`src/rtl/ss_pkg.sv`:
```
package ss_pkg;

  typedef enum logic [1:0] {
    SS_OFF  = 2'd0,
    SS_RAMP = 2'd1,
    SS_FULL = 2'd2
  } ss_state_e;

  typedef struct packed {
    logic hs_permit;
    logic bias_en;
    logic discharge;
    logic done;
  } ss_drive_t;

  localparam ss_drive_t SS_DRIVE_OFF = '{hs_permit: 1'b0, bias_en: 1'b0,
                                         discharge: 1'b1, done: 1'b0};

endpackage

```
`src/rtl/ss_enable_qual.sv`:
```
module ss_enable_qual (
  input  logic clk,
  input  logic rst_n,
  input  logic en_i,
  input  logic supply_ok_i,
  output logic start_o,
  output logic kill_o
);

  // Enable history resets high, so an enable that is already high is never
  // taken as a fresh edge.
  logic en_q;

  always_ff @(posedge clk or negedge rst_n) begin
    if (!rst_n) en_q <= 1'b1;
    else        en_q <= en_i;
  end

  assign start_o = en_i & ~en_q & supply_ok_i;
  assign kill_o  = ~en_i | ~supply_ok_i;

endmodule

```
`src/rtl/ss_step_timer.sv`:
```
module ss_step_timer #(
  parameter int unsigned STEP_CYCLES = 1024
) (
  input  logic clk,
  input  logic rst_n,
  input  logic clear_i,
  input  logic run_i,
  output logic tick_o
);

  localparam int unsigned CW = (STEP_CYCLES > 1) ? $clog2(STEP_CYCLES) : 1;
  localparam logic [CW-1:0] LAST = CW'(STEP_CYCLES - 1);

  logic [CW-1:0] cnt;

  assign tick_o = run_i & (cnt == LAST);

  always_ff @(posedge clk or negedge rst_n) begin
    if (!rst_n)       cnt <= '0;
    else if (clear_i) cnt <= '0;
    else if (run_i)   cnt <= tick_o ? '0 : cnt + 1'b1;
  end

endmodule

```
`src/rtl/ss_level_fsm.sv`:
```
module ss_level_fsm
  import ss_pkg::*;
#(
  parameter int unsigned NUM_LEVELS = 4
) (
  input  logic                          clk,
  input  logic                          rst_n,
  input  logic                          start_i,
  input  logic                          kill_i,
  input  logic                          tick_i,
  output ss_state_e                     state_o,
  output logic [$clog2(NUM_LEVELS)-1:0] level_o,
  output logic                          timer_clear_o,
  output logic                          timer_run_o
);

  localparam int unsigned LW = $clog2(NUM_LEVELS);
  localparam logic [LW-1:0] TOP = LW'(NUM_LEVELS - 1);

  ss_state_e     state_q, state_d;
  logic [LW-1:0] level_q, level_d;

  always_comb begin
    state_d = state_q;
    level_d = level_q;
    unique case (state_q)
      SS_OFF: begin
        level_d = '0;
        if (start_i) state_d = SS_RAMP;
      end
      SS_RAMP: begin
        if (kill_i) begin
          state_d = SS_OFF;
          level_d = '0;
        end else if (tick_i) begin
          level_d = level_q + 1'b1;
          if (level_q == TOP - 1'b1) state_d = SS_FULL;
        end
      end
      SS_FULL: begin
        if (kill_i) begin
          state_d = SS_OFF;
          level_d = '0;
        end
      end
      default: begin
        state_d = SS_OFF;
        level_d = '0;
      end
    endcase
  end

  always_ff @(posedge clk or negedge rst_n) begin
    if (!rst_n) begin
      state_q <= SS_OFF;
      level_q <= '0;
    end else begin
      state_q <= state_d;
      level_q <= level_d;
    end
  end

  assign state_o       = state_q;
  assign level_o       = level_q;
  assign timer_run_o   = (state_q == SS_RAMP);
  assign timer_clear_o = (state_q != SS_RAMP) | kill_i;

endmodule

```
`src/rtl/ss_out_decode.sv`:
```
module ss_out_decode
  import ss_pkg::*;
#(
  parameter int unsigned NUM_LEVELS = 4
) (
  input  ss_state_e                     state_i,
  input  logic [$clog2(NUM_LEVELS)-1:0] level_i,
  output logic [$clog2(NUM_LEVELS)-1:0] ilim_code_o,
  output ss_drive_t                     drive_o
);

  always_comb begin
    drive_o     = SS_DRIVE_OFF;
    ilim_code_o = '0;
    if (state_i != SS_OFF) begin
      drive_o.hs_permit = 1'b1;
      drive_o.bias_en   = 1'b1;
      drive_o.discharge = 1'b0;
      drive_o.done      = (state_i == SS_FULL);
      ilim_code_o       = level_i;
    end
  end

endmodule

```
`src/rtl/buck_softstart_ctrl.sv`:
```
module buck_softstart_ctrl
  import ss_pkg::*;
#(
  parameter int unsigned STEP_CYCLES = 1024,
  parameter int unsigned NUM_LEVELS  = 4
) (
  input  logic                          clk,
  input  logic                          rst_n,
  input  logic                          en_i,
  input  logic                          supply_ok_i,
  output logic [$clog2(NUM_LEVELS)-1:0] ilim_code_o,
  output logic                          hs_permit_o,
  output logic                          bias_en_o,
  output logic                          discharge_o,
  output logic                          ramp_done_o
);

  localparam int unsigned LW = $clog2(NUM_LEVELS);

  logic          start, kill, tick, t_clear, t_run;
  ss_state_e     state;
  logic [LW-1:0] level;
  ss_drive_t     drive;

  ss_enable_qual u_qual (
    .clk        (clk),
    .rst_n      (rst_n),
    .en_i       (en_i),
    .supply_ok_i(supply_ok_i),
    .start_o    (start),
    .kill_o     (kill)
  );

  ss_step_timer #(.STEP_CYCLES(STEP_CYCLES)) u_timer (
    .clk    (clk),
    .rst_n  (rst_n),
    .clear_i(t_clear),
    .run_i  (t_run),
    .tick_o (tick)
  );

  ss_level_fsm #(.NUM_LEVELS(NUM_LEVELS)) u_fsm (
    .clk          (clk),
    .rst_n        (rst_n),
    .start_i      (start),
    .kill_i       (kill),
    .tick_i       (tick),
    .state_o      (state),
    .level_o      (level),
    .timer_clear_o(t_clear),
    .timer_run_o  (t_run)
  );

  ss_out_decode #(.NUM_LEVELS(NUM_LEVELS)) u_dec (
    .state_i    (state),
    .level_i    (level),
    .ilim_code_o(ilim_code_o),
    .drive_o    (drive)
  );

  assign hs_permit_o = drive.hs_permit;
  assign bias_en_o   = drive.bias_en;
  assign discharge_o = drive.discharge;
  assign ramp_done_o = drive.done;

endmodule

```
`config.mk`:
```
export PLATFORM = sky130hd
export DESIGN_NAME = buck_softstart_ctrl
export DESIGN_NICKNAME = d
export VERILOG_FILES = /design/src/rtl/ss_pkg.sv /design/src/rtl/ss_enable_qual.sv /design/src/rtl/ss_step_timer.sv /design/src/rtl/ss_level_fsm.sv /design/src/rtl/ss_out_decode.sv /design/src/rtl/buck_softstart_ctrl.sv
export SDC_FILE = /design/constraint.sdc
export NUM_CORES = 1
export LEC_CHECK = 0
export ABC_AREA = 1
export BUFFER_PORTS_ARGS = -buffer_cell sky130_fd_sc_hd__buf_2
export CORE_UTILIZATION = 30
export DETAILED_ROUTE_END_ITERATION = 8
export PLACE_DENSITY_LB_ADDON = 0.25
export SLEW_MARGIN = 20
export SYNTH_ARGS = -nofsm -noshare
export SYNTH_HDL_FRONTEND = slang
export SYNTH_HIERARCHICAL = 1
export SYNTH_SLANG_ARGS = --single-unit
```
`constraint.sdc`:
```
create_clock -name clk -period 3.7 [get_ports clk]
set_input_delay 0.555 -clock clk [delete_from_list [all_inputs] [get_ports clk]]
set_output_delay 0.555 -clock clk [all_outputs]
set_load 0.02 [all_outputs]
```
==> Word-level counts from Yosys, hierarchy flattened <==
Index checks and enable logic that the tools add are counted.
{ "op_classes": {"n_addsub": 2, "n_reduce_logical": 5, "n_bitwise": 8, "muxes": 14, "eq_ne": 9} }
{ "ops": {"columns": ["op", "count"], "rows": [
  ["$mux W10", 3],
  ["$mux W2", 8],
  ["$add A10 B1 Y10 const B", 1],
  ["$eq A10 B10 Y1 const B", 1],
  ["$pmux W2 S3", 1],
  ["$eq A2 B2 Y1 const B", 2],
  ["$mux W4", 1],
  ["$ne A2 B2 Y1 const B", 2],
  ["$pmux W2 S2", 1],
  ["$reduce_and A4 Y1", 1],
  ["$reduce_bool A2 Y1", 2],
  ["$and A1 B1 Y1", 3],
  ["$ne A3 B1 Y1 const B", 1],
  ["$ne A3 B2 Y1 const B", 1],
  ["$not A1 Y1", 3],
  ["$add A2 B1 Y2 const B", 1],
  ["$eq A2 B1 Y1 const B", 1],
  ["$logic_not A2 Y1", 1],
  ["$ne A2 B1 Y1 const B", 1],
  ["$or A1 B1 Y1", 2],
  ["$reduce_and A2 Y1", 1]
]} }
{ "totals": {"input_bits": 4, "reg_bits": 15, "word_cells": 42, "output_inout_bits": 6} }

==> Longest topological paths before layout <==
{ "logic_depth": {"word_depth": 5, "depth_mapped": 12, "mapped_depth_nobuf": 12} }

==> By module <==
The synthesis kept the hierarchy.
{ "by_module_without_submodules": {"columns": ["mod", "n_inst", "seq_area_each_um2", "area_each_um2", "cells_per_inst"], "rows": [
  ["ss_step_timer", 1, 250.2, 578.1, 66],
  ["ss_level_fsm", 1, 100.1, 262.8, 36],
  ["ss_out_decode", 1, 0.0, 40.0, 9],
  ["ss_enable_qual", 1, 26.3, 38.8, 3]
]} }

==> Worst setup path before layout <==
Ideal clock, no wire load.
{ "synth_path": {"path_type": "register to output", "start": "reg u_fsm.state_q[1] (netlist: u_fsm/state_o[1])", "end": "out hs_permit_o", "path_buffers": 1, "t_required_ps": 3145, "path_slack_ps": 2027, "stages_incl_launch_ff": 4, "t_arrival_ps": 1118, "path_cell_list": "dfrtp_1 nor2_2 inv_1 buf_4"} }
{ "synth_between": {"elab_chain_len": 2} }
{ "synth_rtl": {"columns": ["item", "line_no", "source"], "rows": [
  ["from (decl)", "ss_level_fsm.sv:20", "ss_state_e state_q, state_d;"],
  ["from (signal assigned)", "ss_level_fsm.sv:58", "state_q <= state_d;"],
  ["$reduce_bool A2 Y1", "ss_out_decode.sv:15", "if (state_i != SS_OFF) begin"],
  ["$mux W4", "ss_out_decode.sv:15", null],
  ["to (decl)", "buck_softstart_ctrl.sv:12", "output logic hs_permit_o,"]
]} }
Every way passes these cells.

==> Final worst setup path <==
{ "layout_path": {"start": "reg u_fsm.state_q[1] (netlist: u_fsm/state_o[1])", "end": "out bias_en_o"} }
{ "layout_between": {"elab_chain_len": 2} }
{ "layout_rtl": {"columns": ["item", "line_no", "source"], "rows": [
  ["$reduce_bool A2 Y1", "ss_out_decode.sv:15", null],
  ["$mux W4", "ss_out_decode.sv:15", null],
  ["to (decl)", "buck_softstart_ctrl.sv:13", "output logic bias_en_o,"]
]} }
Every way passes these cells.

==> impl_metrics.csv <==
group,metric,value,unit
drt,vias_per_cell,4.75,
yosys,postSynthRegisterBits,15,
yosys,ys_seq_area_share,41.0,%
yosys,syn-instance-count,114,
drt,drcViolationCount,5,
sta,min_period,1.73,ns
global_routing,grt_pass1_vias,672,
sta,slew_violations,0,
cts,h-tree-depth,1,
critical_path,timing_worst_setup_path_type,"reg2out",
sta,worst-slew-pin-transition,0.357,ns
critical_path,crit_path_end_kind,"output port",
power,seq_power_share,42.8,%
cts,worst_setup_hold_path_clk_slew,0.09,ns
final_layout,most_frequent_standard_cell_in_the_layout_excluding_fill_and_tap_cells,"nand2_1",
cts,tritoncts_num_sinks,15,
power,p_clk_share,21.5,%
die,coreArea,0.00283,sq mm
critical_path,worst_path_max_delay_cell,"dfrtp_1",
cts,postCtsResizedCells,0,
cts,post_cts_setup_buffer_count,0,
sta,post-route-worst-setup-slack,1.97,ns
die,horizontal_die_dimension,57.4,um
drt,via_count,745,
yosys,synthSimpleGateAreaFrac,38.5,%
critical_path,critical_path.max_stage_delay,0.47,ns
yosys,synth_nets,120,
die,io_pins,10,
power,pwr_density_cell,430,mW/mm^2
sta,setup_tns,0,ns
die,std_cell_rows,19,
critical_path,crit_required,3.14,ns
sta,timing_hold_violations_final,0,
final_layout,finish.cell_count_without_fillers,157,
yosys,muxShareOfSynthArea,0,%
power,worst_ir_drop_vdd,154,uV
cts,clk_latency,0.28,ns
cts,clk_root_buffer_cell,"clkbuf_4",
power,internal-power,0.000264,W
yosys,syn-cell-area,920,sq um
final_layout,most-common-layout-cells,"nand2_1, inv_1, dfrtp_1",
sta,maxClockFrequency,0.578,GHz
final_layout,antenna_cells_inserted,0,
power,switching_share,40.0,%
placement,dp_hpwl,1280,um
hold_path,hold_path.class,"in2async",
critical_path,worst_ep_arrival_time,1.18,ns
critical_path,critical_path.startpoint_type,"flip-flop",
yosys,post_synth_xor_area_fraction,0.952,%
cts,cts_hold_buffers,0,
yosys,synth_area_per_cell,8.07,sq um
yosys,ys.warnings.count,6,
critical_path,timing.critical_path.cells,"nor2_2 -> inv_1 -> buf_2",
critical_path,timing.critical_path.fanout_max,6,
cts,clk_path_buf_depth,2,
die,initial_core_util,32.5,%
cts,clock_tree_from_tritoncts,"built",
final_layout,utilization,36.1,%
cts,cts-buffers-inserted,3,
placement,place.port_buffers,9,
placement,finalWeightedCongestion,0.809,
die,die_y,57.4,um
global_routing,grt_start_max_net_pins,16,
sta,relSlewSlack,76.2,%
flow_run,cap_viol_max_count,0,
die,design.die.area,0.00329,sq mm
yosys,fraction_of_the_mapped_netlist_area_in_adder_cells,2.72,%
power,p_total,0.000440,W
power,total_switching_power,0.000176,W
final_layout,post_route_cells_drive_above_1_share,31.0,%
global_routing,first_pass_grt_wire_length,2900,um
yosys,synthDistinctLibCells,24,
final_layout,design.final.nets,133,
global_routing,aggregate_global_route_resource_usage,11.8,%
sta,rsz0062_at_grt,"false",
sta,final_period_util,46.8,%
power,leak,0.445,nW
run_status,run_status,"complete, but fails checks",
drt,drt_iter0_drc,30,
yosys,synth_top_family_by_area,"simple AND/OR/NAND/NOR gates",
global_routing,globalRoute.totalOverflow,0,
placement,post-place-ws,2.02,ns
global_routing,initial_antenna_violation_count,0,
drt,route.antenna.remaining_nets,0,
power,combinational_power_share,35.8,%
drt,post_drt_wl_per_cell,10.6,um
run_status,violations_in_the_final_reports,"DRC",
sta,final_setup_violation_count,0,
sta,skew,0.00128,ns
yosys,synth-compound-area-share,7.76,%
final_layout,flow.area_growth_from_synthesis,11.2,%
drt,drtPass1Iterations,6,
drt,wl,1670,um
placement,dp.cells,153,
-- power groups by stage --
stage                     Sequential [W]   Clock, W  Combinational, W
after detailed placement        0.000192          0          0.000156
after floorplan                 0.000190          0          0.000127
after CTS                       0.000188   0.000100          0.000157
after global placement          0.000191          0          0.000155
after global routing            0.000190   0.000108          0.000171
final                           0.000188  0.0000944          0.000157
-- cells by family (layout without fill, tap and decap cells) --
family / count (synthesis) / count (layout)
compound gates: 13 / 13
xor+xnor: 1 / 1
flops: 15 / 15
fa+ha+maj: 2 / 2
buf+inv: 21 / 33
simple gates: 62 / 62
-- per-layer routing --
| metal | routed length [um] | track usage, % |
|---|---|---|
| met5 | 0 | 0 |
| met4 | 18 | 4.18 |
| met3 | 91 | 4.76 |
| met2 | 787 | 18.8 |
| met1 | 770 | 14.5 |
-- synth_stat cells --
library cell | n | area, sq um
a21oi_1 | 5 | 25.0
and3_1 | 1 | 6.26
buf_4 | 1 | 7.51
clkinvlp_2 | 1 | 5.00
dfrtp_1 | 14 | 350
dfstp_2 | 1 | 26.3
ha_1 | 2 | 25.0
inv_1 | 17 | 63.8
inv_2 | 2 | 7.51
nand2_1 | 20 | 75.1
nand2_2 | 4 | 25.0
nand2_4 | 1 | 11.3
nand3_1 | 7 | 35.0
nand3_2 | 2 | 20.0
nand3_4 | 1 | 17.5
nor2_1 | 9 | 33.8
nor2_2 | 8 | 50.1
nor2_4 | 4 | 45.0
nor3_1 | 3 | 15.0
nor3_2 | 2 | 20.0
o21ai_1 | 6 | 30.0
o21ai_2 | 1 | 8.76
o21bai_1 | 1 | 7.51
xnor2_1 | 1 | 8.76
-- cell type report --
cell class                      instances  area [sq um]
Fill cell                             302          1810
Sequential cell                        15           377
Tap cell                               31          38.8
Inverter                               20          76.3
Clock buffer                            4          26.3
Timing Repair Buffer                    9          45.0
Multi-Input combinational cell         78           459
-- critical path: cells and delay by family, from the launching register on --
| kind | cells | cell delay, ns |
|---|---|---|
| flip-flops | 1 | 0.47 |
| AND/OR/NAND/NOR | 1 | 0.20 |
| buffers and inverters | 2 | 0.22 |
-- registers in the layout, indices dropped and copies added, names as in the netlist --
| name | flops |
|---|---|
| u_timer/cnt | 10 |
| u_fsm/state_o | 2 |
| u_qual/en_q | 1 |
| u_fsm/level_o | 2 |
-- per-stage QoR --
stage               cell area (sq um)  hold WS [ns]
global route                     1020         0.183
finish                           1020         0.166
CTS                              1020         0.169
floorplan                         920         0.259
global placement                  996         0.489
detailed placement                996         0.489
-- worst paths after layout --
kind	startpoint	to	slack (ns)	depth (start not counted)
max reg2reg	u_fsm/state_o[0]	u_fsm/state_o[0]	2.05	11
max	u_fsm/state_o[1]	bias_en_o	1.97	3
min reg2reg	u_timer/cnt[0]	u_timer/cnt[0]	0.51	1
max in group asynchronous	rst_n	u_qual/en_q	3.23	1
min	rst_n	u_fsm/state_o[0]	0.17	1
min in group clk	en_i	u_qual/en_q	0.38	1
Power figures use the tool's default switching activity.
